[config.mk]
export PLATFORM = sky130hd
export DESIGN_NAME = mem_dma_ctrl
export DESIGN_NICKNAME = d
export VERILOG_FILES = /design/src/rtl/dma_pkg.sv /design/src/rtl/dma_regs.sv /design/src/rtl/dma_addr_gen.sv /design/src/rtl/dma_fsm.sv /design/src/rtl/mem_dma_ctrl.sv
export SDC_FILE = /design/constraint.sdc
export NUM_CORES = 1
export LEC_CHECK = 0
export BUFFER_PORTS_ARGS = -buffer_cell sky130_fd_sc_hd__buf_2
export CAP_MARGIN = 10
export CORE_ASPECT_RATIO = 0.6
export CORE_MARGIN = 2
export CORE_UTILIZATION = 30
export CTS_CLUSTER_DIAMETER = 30
export DETAILED_ROUTE_END_ITERATION = 16
export PLACE_DENSITY = 0.48
export SLEW_MARGIN = 20
export SYNTH_ARGS = -nofsm -noshare
export SYNTH_HDL_FRONTEND = slang
export SYNTH_SLANG_ARGS = --single-unit
[constraint.sdc]
create_clock -name clk_i -period 4.4 [get_ports clk_i]
set_input_delay 0.66 -clock clk_i [delete_from_list [all_inputs] [get_ports clk_i]]
set_output_delay 0.66 -clock clk_i [all_outputs]
set_load 0.02 [all_outputs]
[src/rtl/dma_pkg.sv]
package dma_pkg;
  localparam int ADDR_W     = 24;
  localparam int DIM_W      = 16;
  localparam int STRIDE_W   = 16;
  localparam int BANK_BYTES = 16;

  localparam logic [4:0] OFF_CTRL0 = 5'h00;
  localparam logic [4:0] OFF_FILL  = 5'h10;

  localparam int C_EN    = 0;
  localparam int C_RECT  = 1;
  localparam int C_FILL  = 2;
  localparam int C_IE    = 3;
  localparam int C_SSYS  = 4;
  localparam int C_DSYS  = 5;
  localparam int C_START = 7;

  localparam int S_SIZE = 0;
  localparam int S_DST  = 1;
  localparam int S_SRC  = 2;
  localparam int S_TOUT = 3;

  typedef enum logic [1:0] {ST_IDLE, ST_RD, ST_WR} dma_state_e;
endpackage

[src/rtl/dma_regs.sv]
module dma_regs
  import dma_pkg::*;
(
  input  logic                    clk_i,
  input  logic                    rst_ni,
  input  logic                    reg_we_i,
  input  logic [4:0]              reg_addr_i,
  input  logic [7:0]              reg_wdata_i,
  output logic [7:0]              reg_rdata_o,
  input  logic                    busy_i,
  input  logic                    clr_start_i,
  input  logic [3:0]              status_i,
  output logic                    go_o,
  output logic [7:0]              ctrl0_o,
  output logic [ADDR_W-1:0]       src_o,
  output logic [ADDR_W-1:0]       dst_o,
  output logic [2*DIM_W-1:0]      size_o,
  output logic [STRIDE_W-1:0]     sstride_o,
  output logic [STRIDE_W-1:0]     dstride_o,
  output logic [7:0]              fill_o
);
  logic [7:0] bank_q [BANK_BYTES];
  logic [7:0] fill_q;
  logic       go_q;
  logic       wr_ok;
  logic       start_wr;

  assign wr_ok    = reg_we_i && !busy_i && !go_q;
  assign start_wr = reg_wdata_i[C_START] && reg_wdata_i[C_EN];

  always_ff @(posedge clk_i or negedge rst_ni) begin
    if (!rst_ni) begin
      for (int i = 0; i < BANK_BYTES; i++) bank_q[i] <= '0;
      fill_q <= '0;
      go_q   <= 1'b0;
    end else begin
      go_q <= wr_ok && (reg_addr_i == OFF_CTRL0) && start_wr;
      if (wr_ok && !reg_addr_i[4]) begin
        if (reg_addr_i == OFF_CTRL0) bank_q[0] <= {start_wr, reg_wdata_i[6:0]};
        else bank_q[reg_addr_i[3:0]] <= reg_wdata_i;
      end
      if (wr_ok && reg_addr_i == OFF_FILL) fill_q <= reg_wdata_i;
      if (clr_start_i) bank_q[0][C_START] <= 1'b0;
    end
  end

  always_comb begin
    if (!reg_addr_i[4])             reg_rdata_o = bank_q[reg_addr_i[3:0]];
    else if (reg_addr_i == OFF_FILL) reg_rdata_o = {4'b0, status_i};
    else                            reg_rdata_o = '0;
  end

  assign go_o      = go_q;
  assign ctrl0_o   = bank_q[0];
  assign src_o     = {bank_q[4], bank_q[3], bank_q[2]};
  assign dst_o     = {bank_q[7], bank_q[6], bank_q[5]};
  assign size_o    = {bank_q[11], bank_q[10], bank_q[9], bank_q[8]};
  assign sstride_o = {bank_q[13], bank_q[12]};
  assign dstride_o = {bank_q[15], bank_q[14]};
  assign fill_o    = fill_q;
endmodule

[src/rtl/dma_addr_gen.sv]
module dma_addr_gen #(
  parameter int ADDR_W   = 24,
  parameter int LEN_W    = 24,
  parameter int ROW_W    = 16,
  parameter int STRIDE_W = 16
) (
  input  logic                        clk_i,
  input  logic                        rst_ni,
  input  logic                        load_i,
  input  logic                        step_i,
  input  logic [1:0][ADDR_W-1:0]      base_i,
  input  logic [1:0][STRIDE_W-1:0]    stride_i,
  input  logic [LEN_W-1:0]            row_len_i,
  input  logic [ROW_W-1:0]            rows_i,
  output logic [1:0][ADDR_W-1:0]      addr_o,
  output logic [1:0]                  err_o,
  output logic                        last_o
);
  logic [LEN_W-1:0] col_q;
  logic [ROW_W-1:0] row_q;
  logic             last_col;

  assign last_col = (col_q == row_len_i - LEN_W'(1));
  assign last_o   = last_col && (row_q == rows_i - ROW_W'(1));

  always_ff @(posedge clk_i or negedge rst_ni) begin
    if (!rst_ni) begin
      col_q <= '0;
      row_q <= '0;
    end else if (load_i) begin
      col_q <= '0;
      row_q <= '0;
    end else if (step_i) begin
      if (last_col) begin
        col_q <= '0;
        row_q <= row_q + ROW_W'(1);
      end else begin
        col_q <= col_q + LEN_W'(1);
      end
    end
  end

  // index 0 = source, 1 = destination; top bit of a row base is sticky carry
  for (genvar g = 0; g < 2; g++) begin : g_chan
    logic [ADDR_W:0] row_base_q;
    logic [ADDR_W:0] next_base;
    logic [ADDR_W:0] cur_sum;

    assign next_base = {1'b0, row_base_q[ADDR_W-1:0]} + (ADDR_W+1)'(stride_i[g]);
    assign cur_sum   = {1'b0, row_base_q[ADDR_W-1:0]} + (ADDR_W+1)'(col_q);
    assign addr_o[g] = cur_sum[ADDR_W-1:0];
    assign err_o[g]  = row_base_q[ADDR_W] | cur_sum[ADDR_W];

    always_ff @(posedge clk_i or negedge rst_ni) begin
      if (!rst_ni) row_base_q <= '0;
      else if (load_i) row_base_q <= {1'b0, base_i[g]};
      else if (step_i && last_col)
        row_base_q <= {row_base_q[ADDR_W] | next_base[ADDR_W], next_base[ADDR_W-1:0]};
    end
  end
endmodule

[src/rtl/dma_fsm.sv]
module dma_fsm
  import dma_pkg::*;
#(
  parameter int TIMEOUT_CYCLES = 256
) (
  input  logic       clk_i,
  input  logic       rst_ni,
  input  logic       go_i,
  input  logic [7:0] ctrl0_i,
  input  logic       size_zero_i,
  input  logic [1:0] addr_err_i,
  input  logic       last_i,
  input  logic [7:0] mem_rdata_i,
  input  logic       mem_ready_i,
  output logic       mem_req_o,
  output logic       mem_we_o,
  output logic       mem_vram_o,
  output logic       rd_phase_o,
  output logic [7:0] data_o,
  output logic       halt_o,
  output logic       irq_o,
  output logic       clr_start_o,
  output logic       gen_load_o,
  output logic       gen_step_o,
  output logic [3:0] status_o
);
  localparam int WAIT_W = $clog2(TIMEOUT_CYCLES + 1);

  dma_state_e      state_q;
  logic [WAIT_W-1:0] wait_q;
  logic [7:0]      data_q;
  logic [3:0]      status_q;
  logic            irq_q;
  logic            src_vram, dst_vram, cur_err, hs, stalled, tout, done;

  assign src_vram   = !ctrl0_i[C_SSYS] &&  ctrl0_i[C_DSYS];
  assign dst_vram   =  ctrl0_i[C_SSYS] && !ctrl0_i[C_DSYS];
  assign rd_phase_o = (state_q == ST_RD);
  assign cur_err    = (state_q == ST_RD) ? addr_err_i[0] :
                      (state_q == ST_WR) ? addr_err_i[1] : 1'b0;
  assign mem_req_o  = (state_q != ST_IDLE) && !cur_err;
  assign mem_we_o   = (state_q == ST_WR);
  assign mem_vram_o = mem_req_o && (rd_phase_o ? src_vram : dst_vram);
  assign hs         = mem_req_o && mem_ready_i;
  assign stalled    = mem_vram_o && !mem_ready_i;
  assign tout       = stalled && (wait_q == WAIT_W'(TIMEOUT_CYCLES));
  assign done       = hs && (state_q == ST_WR) && last_i;

  assign gen_load_o  = go_i && (state_q == ST_IDLE);
  assign gen_step_o  = hs && (state_q == ST_WR);
  assign clr_start_o = (gen_load_o && size_zero_i) || cur_err || tout || done;
  assign halt_o      = (state_q != ST_IDLE);
  assign irq_o       = irq_q;
  assign data_o      = data_q;
  assign status_o    = status_q;

  always_ff @(posedge clk_i or negedge rst_ni) begin
    if (!rst_ni) begin
      state_q  <= ST_IDLE;
      wait_q   <= '0;
      data_q   <= '0;
      status_q <= '0;
      irq_q    <= 1'b0;
    end else begin
      irq_q  <= 1'b0;
      wait_q <= (stalled && !tout) ? wait_q + WAIT_W'(1) : '0;
      case (state_q)
        ST_IDLE: if (go_i) begin
          status_q <= size_zero_i ? 4'(1 << S_SIZE) : 4'b0;
          if (!size_zero_i) state_q <= ctrl0_i[C_FILL] ? ST_WR : ST_RD;
        end
        default: begin
          if (cur_err) begin
            status_q[rd_phase_o ? S_SRC : S_DST] <= 1'b1;
            state_q <= ST_IDLE;
          end else if (tout) begin
            status_q[S_TOUT] <= 1'b1;
            state_q <= ST_IDLE;
          end else if (hs) begin
            if (state_q == ST_RD) begin
              data_q  <= mem_rdata_i;
              state_q <= ST_WR;
            end else if (last_i) begin
              irq_q   <= ctrl0_i[C_IE];
              state_q <= ST_IDLE;
            end else begin
              state_q <= ctrl0_i[C_FILL] ? ST_WR : ST_RD;
            end
          end
        end
      endcase
    end
  end
endmodule

[src/rtl/mem_dma_ctrl.sv]
module mem_dma_ctrl
  import dma_pkg::*;
#(
  parameter int TIMEOUT_CYCLES = 256
) (
  input  logic              clk_i,
  input  logic              rst_ni,
  input  logic              reg_we_i,
  input  logic [4:0]        reg_addr_i,
  input  logic [7:0]        reg_wdata_i,
  output logic [7:0]        reg_rdata_o,
  output logic              mem_req_o,
  output logic              mem_we_o,
  output logic              mem_vram_o,
  output logic [ADDR_W-1:0] mem_addr_o,
  output logic [7:0]        mem_wdata_o,
  input  logic [7:0]        mem_rdata_i,
  input  logic              mem_ready_i,
  output logic              halt_o,
  output logic              irq_o
);
  localparam int LEN_W = ADDR_W;

  logic                      go, clr_start, gen_load, gen_step, last, rd_phase;
  logic [7:0]                ctrl0, fill, data;
  logic [3:0]                status;
  logic [ADDR_W-1:0]         src, dst;
  logic [2*DIM_W-1:0]        size;
  logic [STRIDE_W-1:0]       sstride, dstride;
  logic [LEN_W-1:0]          row_len;
  logic [DIM_W-1:0]          rows;
  logic [1:0][ADDR_W-1:0]    addrs;
  logic [1:0]                addr_err;
  logic                      size_zero;

  assign row_len   = ctrl0[C_RECT] ? LEN_W'(size[DIM_W-1:0]) : size[LEN_W-1:0];
  assign rows      = ctrl0[C_RECT] ? size[2*DIM_W-1:DIM_W] : DIM_W'(1);
  assign size_zero = (row_len == '0) || (rows == '0);

  dma_regs u_regs (
    .clk_i, .rst_ni, .reg_we_i, .reg_addr_i, .reg_wdata_i, .reg_rdata_o,
    .busy_i(halt_o), .clr_start_i(clr_start), .status_i(status),
    .go_o(go), .ctrl0_o(ctrl0), .src_o(src), .dst_o(dst), .size_o(size),
    .sstride_o(sstride), .dstride_o(dstride), .fill_o(fill)
  );

  dma_addr_gen #(
    .ADDR_W(ADDR_W), .LEN_W(LEN_W), .ROW_W(DIM_W), .STRIDE_W(STRIDE_W)
  ) u_gen (
    .clk_i, .rst_ni, .load_i(gen_load), .step_i(gen_step),
    .base_i({dst, src}), .stride_i({dstride, sstride}),
    .row_len_i(row_len), .rows_i(rows),
    .addr_o(addrs), .err_o(addr_err), .last_o(last)
  );

  dma_fsm #(.TIMEOUT_CYCLES(TIMEOUT_CYCLES)) u_fsm (
    .clk_i, .rst_ni, .go_i(go), .ctrl0_i(ctrl0), .size_zero_i(size_zero),
    .addr_err_i(addr_err), .last_i(last), .mem_rdata_i, .mem_ready_i,
    .mem_req_o, .mem_we_o, .mem_vram_o, .rd_phase_o(rd_phase), .data_o(data),
    .halt_o, .irq_o, .clr_start_o(clr_start), .gen_load_o(gen_load),
    .gen_step_o(gen_step), .status_o(status)
  );

  assign mem_addr_o  = rd_phase ? addrs[0] : addrs[1];
  assign mem_wdata_o = ctrl0[C_FILL] ? fill : data;
endmodule

# ---- Word-level counts from Yosys, hierarchy flattened
# Cells that the tools add are included.
dict set report word_totals {
  ff_bits 251
  latch_bits 0
  mem_bits_rw 0
  rom_bits 0
  input_bits 25
  mem_count 0
}
dict set report classes {
  n_addsub 9
  multipliers 0
  n_div 0
  order_cmp 4
  eq_ne 8
  n_shift 0
  muxes 54
  n_bitwise 10
  n_reduce_logical 53
}
# op count
set ops {}
lappend ops {{$bwmux W128} 1}
lappend ops {{$mux W128} 1}
lappend ops {{$mux W120} 1}
lappend ops {{$mux W24} 5}
lappend ops {{$mux W25} 4}
lappend ops {{$mux W16} 4}
lappend ops {{$add A24 B16 Y25} 2}
lappend ops {{$add A24 B24 Y25} 2}
lappend ops {{$mux W8} 6}
lappend ops {{$bmux W8 S4} 1}
lappend ops {{$demux W8 S4} 1}
lappend ops {{$ge A32 B1 Y1 const B} 1}
lappend ops {{$lt A32 B4 Y1 const B} 1}
lappend ops {{$add A24 B1 Y24 const B} 1}
lappend ops {{$eq A24 B24 Y1} 1}
lappend ops {{$logic_not A24 Y1} 1}
lappend ops {{$sub A24 B1 Y24 const B} 1}
lappend ops {{$logic_and A1 B1 Y1} 23}
lappend ops {{$mux W2} 10}
lappend ops {{$add A16 B1 Y16 const B} 1}
lappend ops {{$eq A16 B16 Y1} 1}
lappend ops {{$logic_not A16 Y1} 1}
lappend ops {{$sub A16 B1 Y16 const B} 1}
lappend ops {{$mux W1} 14}
lappend ops {{other kinds (26)} 53}

# ---- Depth between registers and ports, before layout
# Gate-level depths: netlist of run 1.
dict set report logic_depth {
  ltp_word 12
  depth_mapped 16
  mapped_depth_nobuf 13
}

# ---- Cells and area by module
# Synthesis of run 1 repeated with hierarchy kept, for this count alone.
dict set report unflattened {
  cells_unflattened 1941
  hier_area_um2 18895.6
}
# module n_inst cells_per_inst area_per_inst_um2
set by_module_without_submodules {}
lappend by_module_without_submodules {dma_addr_gen 1 1220 9765.6}
lappend by_module_without_submodules {dma_regs 1 526 7164.4}
lappend by_module_without_submodules {dma_fsm 1 120 1306.3}
lappend by_module_without_submodules {mem_dma_ctrl 1 75 659.4}

# ---- Worst setup path before layout of run 1
# No wires, ideal clock.
dict set report synth_timing {
  path_type {reg-to-output}
  start {reg u_gen.col_q[1]}
  end {out mem_addr_o[23]}
  arrival_ns 3.203
  required_time_ns 3.740
  setup_slack_ns 0.537
  stages_incl_launch_ff 12
  cell_sequence {dfrtp_1 -> ha_1 -> a21o_1 -> a21oi_1 -> o21ai_0 -> a31oi_1 -> nor3_1 -> or4b_2 -> a21oi_1 -> o21ai_0 -> xnor2_1 -> o21ai_0}
}
dict set report synth_between {
  elab_chain_len 2
}
# item line
set synth_lines {}
lappend synth_lines {{start, declared} dma_addr_gen.sv:19} ;# logic [LEN_W-1:0] col_q;
lappend synth_lines {{start signal, assigned} dma_addr_gen.sv:38} ;# col_q <= col_q + LEN_W'(1);
lappend synth_lines {{$add A24 B24 Y25} dma_addr_gen.sv:50} ;# assign cur_sum = {1'b0, row_base_q[ADDR_W-1:0]} + (ADDR_W+1)'(col_q);
lappend synth_lines {{$mux W24 (*)} mem_dma_ctrl.sv:64} ;# assign mem_addr_o = rd_phase ? addrs[0] : addrs[1];
lappend synth_lines {{end, declared} mem_dma_ctrl.sv:15} ;# output logic [ADDR_W-1:0] mem_addr_o,
# Mark *: on every way between the ends. The rest lies on a longest branch, timed or not.

# ---- Worst setup path in the final report of run 1
dict set report layout_timing {
  start {reg u_gen.col_q[0]}
  end {out mem_vram_o}
}
dict set report layout_between {
  elab_chain_len 7
}
# item line
set layout_lines {}
lappend layout_lines {{$add A24 B24 Y25} dma_addr_gen.sv:50}
lappend layout_lines {{$or A1 B1 Y1} dma_addr_gen.sv:52} ;# assign err_o[g] = row_base_q[ADDR_W] | cur_sum[ADDR_W];
lappend layout_lines {{$mux W1} dma_fsm.sv:40} ;# (state_q == ST_WR) ? addr_err_i[1] : 1'b0;
lappend layout_lines {{$mux W1 (*)} dma_fsm.sv:39} ;# assign cur_err = (state_q == ST_RD) ? addr_err_i[0] :
lappend layout_lines {{$logic_not A1 Y1 (*)} dma_fsm.sv:41} ;# assign mem_req_o = (state_q != ST_IDLE) && !cur_err;
lappend layout_lines {{$logic_and A1 B1 Y1 (*)} dma_fsm.sv:41}
lappend layout_lines {{$logic_and A1 B1 Y1 (*)} dma_fsm.sv:43} ;# assign mem_vram_o = mem_req_o && (rd_phase_o ? src_vram : dst_vram);
lappend layout_lines {{end, declared} mem_dma_ctrl.sv:14} ;# output logic mem_vram_o,
# Marked as above.

==> results.py, run 1 <==
metrics = {
    "outcome": {
        "status": "finished with violations",
        "violations": "setup timing",
    },
    "layout": {
        "layout-drive-gt1-share_pct": 25.6,
        "syn_to_final_growth_pct": 23.4,
        "fin_nets": 2041,
        "final_cell_mix": "248 x dfrtp_1, 193 x nand2_1, 152 x mux2_2",
        "final_cells": 2742,
        "final_common_cell": "dfrtp_1",
        "fillers": 5725,
    },
    "yosys": {
        "synthFlopType": "dfrtp_1",
        "ys_ff_latch": 251,
        "async_flop_share_pct": 100,
        "ys_seq_area_share_pct": 36.3,
        "synth_area_um2": 17300,
        "netlist_instances": 1793,
        "ys_warn_count": 0,
        "synth_cell_types": 80,
        "synth_area_leader_cell": "dfrtp_1",
        "synthesis.nets": 1908,
        "synth_top_area_share_pct": 36.3,
        "syn_area_per_cell_um2": 9.65,
        "synth_edf_count": 0,
        "synthTopCellsByArea": "dfrtp_1 36%, mux2_2 9.9%, ha_1 6.2%",
    },
    "drt": {
        "drt_iter0_drc": 1444,
        "routedWlPerCell_um": 23.1,
        "wl_mm": 63.3,
        "drtAntennaViolNets": 0,
        "drcViolationCount": 0,
        "num_vias": 15000,
        "first_pass_iters": 5,
        "via_per_inst": 5.46,
    },
    "power_and_ir_drop": {
        "pwr-share-comb_pct": 22.5,
        "power_leakage_nw": 9.44,
        "p_seq_share_pct": 32.3,
        "powerDensity_nw_per_um2": 451,
        "peakVddDrop_uv": 292,
        "p_int_mw": 6.50,
        "power_mw": 9.62,
        "power_switching_mw": 3.12,
        "p_sw_share_pct": 32.4,
        "p_clk_share_pct": 45.2,
    },
    "floorplanning": {
        "dieArea_um2": 59700,
        "num_rows": 68,
        "core_area_um2": 57300,
        "start_util_pct": 30.2,
        "die_h_um": 190,
        "die_w_um": 314,
        "io_pins": 70,
    },
    "placed_design": {
        "hpwl_mm": 48.4,
        "portBuffers": 69,
        "place_congestion": 0.903,
        "post-place-cells": 2618,
    },
    "timing": {
        "finalSetupViolCount": 1,
        "max_slew_margin_pct": 35.7,
        "tightest_slew_ps": 961,
        "maxSlewViolCount": 0,
        "final-hold-violation-count": 0,
        "fin_crit_ps": 4450,
        "clock_skew_ps": 31.5,
        "fmax_ghz": 0.225,
        "fin_crit_sh_pct": 101,
        "rsz0062_at_grt": "yes",
        "setup_ws_ps": -48.2,
    },
    "worst_setup_path": {
        "crit_fanout": 3,
        "critPathMaxStageDelay_ps": 490,
        "crit_family": "simple AND/OR/NAND/NOR gates",
        "crit_chain": "buf_6 -> ha_4 -> fa_2 -> a211oi_2 -> o211ai_1 -> nand4bb_1 -> a21oi_2 -> nor4_4 -> buf_4 -> and4b_1 -> a2bb2oi_2 -> buf_6",
        "critPathSlowestCell": "nor4_4",
        "cp-start-kind": "register",
        "path_class": "reg -> out",
        "required_ps": 3740,
        "crit_buf_inv": 3,
        "crit_arrival_ps": 3790,
        "end_kind": "output port",
        "critPathMostFrequentCell": "buf_6",
    },
    "clock_tree": {
        "cts_root_buf": "clkbuf_16",
        "clkLatencyLatePin_ps": 590,
        "clockBufferDepth": 3,
        "hold_buffers": 0,
        "path_clk_slew_ps": 50,
        "numCtsBuffers": 53,
        "cts_tree": "yes",
        "clock_sinks": 251,
        "htree_levels": 2,
    },
    "global_route": {
        "gr-usage-all-layers_pct": 21.1,
        "grt_pass1_wl_mm": 94.1,
        "grt_pass1_vias": 14200,
        "grt_max_degree": 90,
        "grt_antenna_before_repair": 6,
        "overflow": 0,
    },
    "flow_run": {
        "max_cap_viol_count": 0,
    },
    "hold_path": {
        "hp-class": "in -> async",
    },
}
## sequential cells by signal, indices dropped and copies added, names as in the netlist, named ones only
| signal | count |
|---|---|
| u_gen.col_q | 24 |
| u_regs.dst_o | 24 |
| u_fsm.irq_o | 1 |
| u_regs.size_o | 32 |
| u_regs.bank_q | 8 |
| u_fsm.wait_q | 9 |
| u_regs.src_o | 24 |
| u_fsm.status_o | 3 |
| u_regs.sstride_o | 16 |
| u_gen.row_q | 16 |
| u_regs.fill_o | 8 |
| u_fsm.data_o | 8 |
| u_gen.g_chan.row_base_q | 50 |
| u_regs.go_o | 1 |
| u_regs.dstride_o | 16 |
| u_fsm.state_q | 2 |
| u_regs.ctrl0_o | 8 |
## Yosys cell counts (all sizes together), types with 19 or more instances
master / instances
o21ai: 130
a21o: 39
nand2: 193
nand3: 44
or3: 22
o211ai: 28
nand2b: 24
xor2: 59
xnor2: 75
inv: 47
nor2: 111
mux4: 40
nand4: 19
ha: 86
a21oi: 95
and3: 32
nor3: 31
clkbuf: 72
mux2: 152
dfrtp: 251
## through the flow
stage	TNS [ps]	hold slack, ps	util, %	instance area (um^2)	setup WS (ps)
2_1_floorplan	0	364	-	17300	537
3_3_place_gp	-6350	468	33.1	18900	-586
3_5_place_dp	-284	473	33.1	18900	-175
4_1_cts	-349	141	36.9	21100	-184
5_1_grt	-367	155	37.3	21300	-168
6_report	-48.2	108	37.3	21300	-48.2
## worst reg2reg max path, delay by kind of cell (launching register included)
kind / cells / cell delay [ps]
adders and majority gates: 2 / 520
AOI/OAI and AO/OA: 6 / 850
DFF: 1 / 380
buffers and inverters: 14 / 1360
and+or+nand+nor: 3 / 1110
## logic make-up (layout without fill, tap and decap cells)
| logic type | count (synthesis) | after routing | share of synthesized area [%] |
|---|---|---|---|
| AO/OA/AOI/OAI | 420 | 420 | 15.3 |
| XOR/XNOR | 134 | 134 | 6.78 |
| adder cells (fa/ha/maj) | 90 | 90 | 6.68 |
| buffers and inverters | 135 | 312 | 3.06 |
| flip-flops | 251 | 251 | 36.3 |
| multiplexers | 201 | 201 | 15.6 |
| other | 0 | 2 | 0 |
| AND/OR/NAND/NOR | 562 | 562 | 16.3 |
## area by class of cell
type                       count  area [um^2]  share of cell area (%)
antenna                        2         5.00                  0.0234
tap                          770          963                    4.51
multi-input combinational   1407        10700                    50.3
clock buffer                  65         1420                    6.66
sequential                   251         6280                    29.4
timing repair buffer         166         1250                    5.84
clock inverter                34          514                    2.41
inverter                      47          176                   0.827
## worst paths after layout
kind | start | to | slack [ps] | depth (start not counted)
max reg2reg | u_gen.col_q[0] | u_fsm.state_q[1] | 130 | 25
min reg2reg | u_fsm.status_o[0] | u_fsm.status_o[0] | 480 | 1
max | u_gen.col_q[0] | mem_vram_o | -50 | 12
max in group asynchronous | rst_ni | u_regs.src_o[16] | 3290 | 2
min in group clk_i | mem_rdata_i[2] | u_fsm.data_o[2] | 300 | 2
min | rst_ni | u_gen.col_q[8] | 110 | 1
## power groups by stage
stage / clock, mW / combinational [mW] / sequential (mW)
after CTS: 4.41 / 2.13 / 3.08
after global placement: 0 / 2.09 / 3.11
after global routing: 4.53 / 2.37 / 3.14
after detailed placement: 0 / 2.10 / 3.12
after floorplan: 0 / 1.58 / 2.83
final: 4.35 / 2.16 / 3.11
## routing by layer
layer	vias up	track usage, %	wire (um)
met4	2	4.03	919
met2	579	26.5	23000
li1	6863	-	-
met5	-	0	13
met3	77	5.23	6120
met1	7462	34.8	33200
## what timing repair did
item | CTS | global route
hold endpoints to repair | 0 | 0
gates resized for setup | 29 | 38
setup endpoints to repair | 14 | 11
pin swaps | 7 | 20
setup buffers | 20 | 4
(Power assumes the default switching activity.)
==> run 2: changes to the inputs <==
--- a/config.mk
+++ b/config.mk
@@ -10,6 +10,7 @@
 export CORE_ASPECT_RATIO = 0.6
 export CORE_MARGIN = 2
 export CORE_UTILIZATION = 30
+export CTS_BUF_LIST = sky130_fd_sc_hd__clkbuf_8
 export CTS_CLUSTER_DIAMETER = 30
 export DETAILED_ROUTE_END_ITERATION = 16
 export PLACE_DENSITY = 0.48
==> results.py, run 2 (synthesis results as in run 1) <==
metrics = {
    "outcome": {
        "status": "finished with violations",
        "violations": "setup timing",
    },
    "worst_setup_path": {
        "critPathSlowestCell": "nor4_4",
        "reg2reg_slack_ps": -50,
        "cp-start-kind": "register",
        "ff2ff_path_depth": 25,
        "crit_arrival_ps": 3950,
        "end_kind": "output port",
        "cp-startpoint": "u_gen.g_chan[0].row_base_q[0]",
        "critPathMostFrequentCell": "buf_6",
        "crit_fanout": 3,
        "critPathMaxStageDelay_ps": 510,
        "crit_family": "simple AND/OR/NAND/NOR gates",
        "cp.depth": 12,
        "required_ps": 3740,
        "timing.rr.start": "u_gen.g_chan[0].row_base_q[0]",
        "reg2reg_to": "u_fsm.state_q[1]",
        "crit_buf_inv": 3,
        "path_class": "reg -> out",
        "crit_chain": "ha_4 -> fa_2 -> a211oi_2 -> o211ai_1 -> nand4bb_1 -> a21oi_2 -> nor4_4 -> buf_4 -> buf_6 -> and4b_1 -> a2bb2oi_2 -> buf_6",
    },
    "timing": {
        "final-hold-violation-count": 0,
        "fin_crit_sh_pct": 105,
        "maxSlewViolCount": 0,
        "tns_ps": -329,
        "finalSetupViolCount": 3,
        "max_slew_margin_pct": 39.4,
        "rsz0062_at_grt": "yes",
        "fmax_ghz": 0.217,
        "fin_crit_ps": 4610,
        "tightest_slew_ps": 905,
        "clock_skew_ps": 52.1,
        "setup_ws_ps": -214,
    },
    "layout": {
        "layout-drive-gt1-share_pct": 26.0,
        "syn_to_final_growth_pct": 19.6,
        "final_cell_mix": "245 x dfrtp_1, 193 x nand2_1, 152 x mux2_2",
        "largest_reg_flops": 50,
        "largest-register": "u_gen.g_chan.row_base_q",
        "final_common_cell": "dfrtp_1",
        "fin_nets": 2046,
    },
    "floorplanning": {
        "start_util_pct": 30.2,
        "die_h_um": 190,
        "die_w_um": 314,
        "io_pins": 70,
        "dieArea_um2": 59700,
        "core_area_um2": 57300,
        "num_rows": 68,
    },
    "clock_tree": {
        "cts_tree": "yes",
        "htree_levels": 2,
        "cts_root_buf": "clkbuf_8",
        "clkLatencyLatePin_ps": 640,
        "clockBufferDepth": 3,
        "clock_sinks": 251,
        "path_clk_slew_ps": 60,
        "hold_buffers": 0,
        "numCtsBuffers": 53,
    },
    "hold_path": {
        "hp-class": "in -> async",
    },
    "drt": {
        "drtAntennaViolNets": 0,
        "drcViolationCount": 0,
        "first_pass_iters": 5,
        "wl_mm": 63.1,
        "drt_iter0_drc": 1417,
        "routedWlPerCell_um": 23.0,
        "num_vias": 14900,
        "via_per_inst": 5.43,
    },
    "power_and_ir_drop": {
        "peakVddDrop_uv": 245,
        "powerDensity_nw_per_um2": 395,
        "power_mw": 8.17,
        "power_leakage_nw": 9.17,
    },
    "placed_design": {
        "hpwl_mm": 48.4,
        "place_congestion": 0.903,
        "portBuffers": 69,
    },
    "global_route": {
        "grt_max_degree": 90,
        "overflow": 0,
        "grt_pass1_vias": 14200,
        "grt_antenna_before_repair": 3,
        "grt_pass1_wl_mm": 93.8,
        "gr-usage-all-layers_pct": 21.0,
    },
    "flow_run": {
        "max_cap_viol_count": 0,
    },
}
==> run 2: worst max path at each step <==
stage / slack [ps] / to
finish: -210 / mem_vram_o
floorplan: 540 / mem_addr_o[23]
CTS: -240 / mem_vram_o
global placement: -590 / mem_vram_o
detailed placement: -170 / mem_vram_o
global route: -300 / mem_vram_o
==> run 2: routing by layer <==
layer / track usage, % / vias to the layer above / part of all wire, %
li1: - / 6860 / -
met1: 34.5 / 7454 / 53
met2: 26.6 / 532 / 37
met3: 5.43 / 59 / 8.9
met4: 3.70 / 2 / 1.2
met5: 0 / - / 0.021
==> run 2: layout make-up <==
| class | count | area (um^2) |
|---|---|---|
| multi-input combinational | 1407 | 10700 |
| sequential | 251 | 6290 |
| fill | 5806 | 36600 |
| antenna | 1 | 2.50 |
| tap | 770 | 963 |
| clock inverter | 37 | 397 |
| timing repair buffer | 171 | 1290 |
| clock buffer | 61 | 840 |
| inverter | 47 | 176 |
==> run 2: repair_timing <==
action	in CTS	in global routing
pin swaps	9	19
setup endpoints to repair	14	11
hold endpoints to repair	0	0
gates resized for setup	34	40
buffers inserted	21	8
==> run 2: worst reg2reg max path: stages (launching register included) <==
cell and delay (ps):
dfrtp_2 450, ha_4 180, fa_2 370, a211oi_2 270
o211ai_1 210, nand4bb_1 260, a21oi_2 120, nor4_4 510
buf_4 240, buf_6 100, o21a_1 130, buf_4 120
buf_6 80, buf_6 80, buf_6 80, buf_6 80
buf_4 90, buf_4 100, buf_6 80, buf_6 80
buf_6 80, buf_6 80, buf_6 80, o32ai_2 50
or3_1 370, o21ai_1 70
==> run 2: metrics by stage <==
step                setup slack, ps  hold WS [ps]  instances  cell area, um^2  util (%)
detailed placement             -175           473       2618            18900      33.1
finish                         -214          74.7       2745            20700      36.1
global route                   -301          98.3       2744            20700      36.1
floorplan                       537           364       1793            17300         -
global placement               -586           468       2618            18900      33.1
CTS                            -244          76.4       2737            20500      35.8
==> run 2: report_power, final <==
group	leakage, nW	internal, mW	switching (mW)
Clock	0.644	1.66	1.24
Sequential	3.18	2.60	0.496
Combinational	5.34	0.991	1.17
==> run 3: changes to the inputs <==
--- a/config.mk
+++ b/config.mk
@@ -7,7 +7,7 @@
 export LEC_CHECK = 0
 export BUFFER_PORTS_ARGS = -buffer_cell sky130_fd_sc_hd__buf_2
 export CAP_MARGIN = 10
-export CORE_ASPECT_RATIO = 0.6
+export CORE_ASPECT_RATIO = 1.25
 export CORE_MARGIN = 2
 export CORE_UTILIZATION = 30
 export CTS_BUF_LIST = sky130_fd_sc_hd__clkbuf_8
==> results.py, run 3 (synthesis results as in run 1) <==
metrics = {
    "timing": {
        "fin_crit_sh_pct": 97.1,
        "finalSetupViolCount": 0,
        "clock_skew_ps": 32.7,
        "maxSlewViolCount": 0,
        "fmax_ghz": 0.234,
        "final-hold-violation-count": 0,
        "fin_crit_ps": 4270,
        "rsz0062_at_grt": "yes",
        "tightest_slew_ps": 956,
        "max_slew_margin_pct": 36.3,
        "hold_slack_ps": 64.2,
    },
    "global_route": {
        "gr-usage-all-layers_pct": 20.6,
        "grt_pass1_vias": 15000,
        "grt_max_degree": 110,
        "overflow": 0,
        "grt_pass1_wl_mm": 93.8,
        "grt_antenna_before_repair": 3,
    },
    "layout": {
        "final_common_cell": "dfrtp_1",
        "final_cell_mix": "248 x dfrtp_1, 193 x nand2_1, 152 x mux2_2",
        "fillers": 5900,
        "fin_nets": 2034,
        "largest_reg_flops": 50,
        "layout-drive-gt1-share_pct": 25.2,
        "regArea_um2": 6280,
        "syn_to_final_growth_pct": 18.7,
        "largest-register": "u_gen.g_chan.row_base_q",
        "final_cells": 2720,
        "multi_input_area_um2": 10700,
        "final_core_util_pct": 35.9,
    },
    "power_and_ir_drop": {
        "p_clk_share_pct": 38.3,
        "power_switching_mw": 2.80,
        "power_leakage_nw": 9.15,
        "powerDensity_nw_per_um2": 407,
        "power_mw": 8.36,
        "p_int_mw": 5.55,
        "p_seq_share_pct": 36.6,
        "p_sw_share_pct": 33.5,
        "peakVddDrop_uv": 214,
        "pwr-share-comb_pct": 25.1,
    },
    "worst_setup_path": {
        "critPathMostFrequentCell": "buf_6",
        "crit_chain": "buf_6 -> ha_4 -> fa_2 -> a211oi_4 -> o211ai_1 -> nand4bb_1 -> a21oi_2 -> nor4_2 -> buf_4 -> and4b_1 -> a2bb2oi_2 -> buf_6",
        "critPathSlowestCell": "dfrtp_1",
        "required_ps": 3740,
        "end_kind": "output port",
        "critPathMaxStageDelay_ps": 390,
        "crit_family": "compound AO/OA/AOI/OAI gates",
        "crit_buf_inv": 3,
        "path_class": "reg -> out",
        "crit_arrival_ps": 3610,
        "cp-start-kind": "register",
        "crit_fanout": 3,
    },
    "clock_tree": {
        "cts_tree": "yes",
        "clock_sinks": 251,
        "htree_levels": 2,
        "clkLatencyLatePin_ps": 650,
        "path_clk_slew_ps": 60,
        "clockBufferDepth": 3,
        "numCtsBuffers": 59,
        "cts_root_buf": "clkbuf_8",
    },
    "drt": {
        "first_pass_iters": 5,
        "routedWlPerCell_um": 22.4,
        "via_per_inst": 5.40,
        "drtAntennaViolNets": 0,
        "drt_iter0_drc": 941,
        "wl_mm": 60.8,
        "num_vias": 14700,
        "drcViolationCount": 0,
    },
    "floorplanning": {
        "die_w_um": 219,
        "start_util_pct": 30.3,
        "core_area_um2": 57100,
        "die_h_um": 272,
        "io_pins": 70,
        "num_rows": 98,
        "dieArea_um2": 59600,
    },
    "placed_design": {
        "post-place-cells": 2599,
        "hpwl_mm": 45.9,
        "portBuffers": 69,
        "place_congestion": 0.869,
    },
    "outcome": {
        "status": "complete, no violations",
    },
    "flow_run": {
        "max_cap_viol_count": 0,
    },
    "hold_path": {
        "hp-class": "in -> async",
    },
}
==> run 3: changes by cell type in the layout (fill, tap and decap cells not counted), moves of 2 or more <==
cell       change
a31oi_1        -2
a31oi_2        +2
buf_12         -4
buf_6         -13
bufinv_16      +3
clkbuf_8       +7
clkinv_8       -2
dfrtp_1        +3
dfrtp_2        -3
ha_1           +2
inv_1          +7
inv_6          -2
==> run 3: worst paths after layout <==
check	start	cells after the start	to	slack, ps
hold reg to reg	u_gen.g_chan[1].row_base_q[24]	2	u_gen.g_chan[1].row_base_q[24]	490
hold / removal	rst_ni	1	u_regs.src_o[0]	60
setup / recovery	u_gen.col_q[0]	12	mem_vram_o	130
setup reg to reg	u_gen.col_q[0]	15	u_gen.g_chan[1].row_base_q[21]	450
min in group clk_i	mem_rdata_i[2]	2	u_fsm.data_o[2]	240
max in group asynchronous	rst_ni	2	u_gen.row_q[11]	3240
==> run 3: repair_timing <==
| action | 4_1_cts | 5_1_grt |
|---|---|---|
| endpoints found under the hold margin | 0 | 0 |
| hold buffers | 0 | 0 |
| cloned | 0 | 0 |
| resized for setup | 35 | 18 |
| setup endpoints to repair | 10 | 7 |
| pin swaps | 11 | 12 |
| buffers inserted | 5 | 4 |
==> run 3: power by group through the flow <==
stage	clock network [mW]	logic, mW	registers [mW]
final	3.20	2.10	3.06
after CTS	3.26	2.10	3.05
after global placement	0	2.05	3.09
after global routing	3.38	2.32	3.09
after detailed placement	0	2.07	3.09
after floorplan	0	1.58	2.83
==> run 3: layer usage <==
metal / track usage (%) / routed length, um / vias to the layer above
met5: 0 / 14 / -
met4: 6.26 / 1530 / 4
met3: 2.07 / 2190 / 92
met2: 35.7 / 30100 / 336
met1: 27.1 / 27000 / 7399
li1: - / - / 6860
==> run 3: cell type report <==
cell class	count	share of cell area, %
clock buffers	68	4.56
diodes	1	0.0122
repair buffers	153	5.13
well taps	750	4.57
inverters	47	0.859
flip-flops and latches	251	30.6
multi-input cells	1407	52.0
clock inverters	43	2.27
==> run 3: worst reg2reg max path, cell delays in order (launching register included) <==
cell and delay (ps):
dfrtp_1 390, ha_2 200, fa_2 370, a211oi_2 180, buf_4 140, o21ai_1 80
a31oi_2 290, o31ai_4 140, a41oi_1 310, buf_4 170, o2111ai_1 180, nor4_4 490
buf_4 310, nand3_1 180, or3_1 360, nand3_1 90
==> run 3: through the flow <==
step / instance area [um^2] / TNS [ps] / setup slack, ps
floorplan: 17300 / 0 / 537
global placement: 18900 / 0 / 161
detailed placement: 18900 / 0 / 99.5
CTS: 20400 / 0 / 15.9
global route: 20500 / -29.9 / -29.9
finish: 20500 / 0 / 126
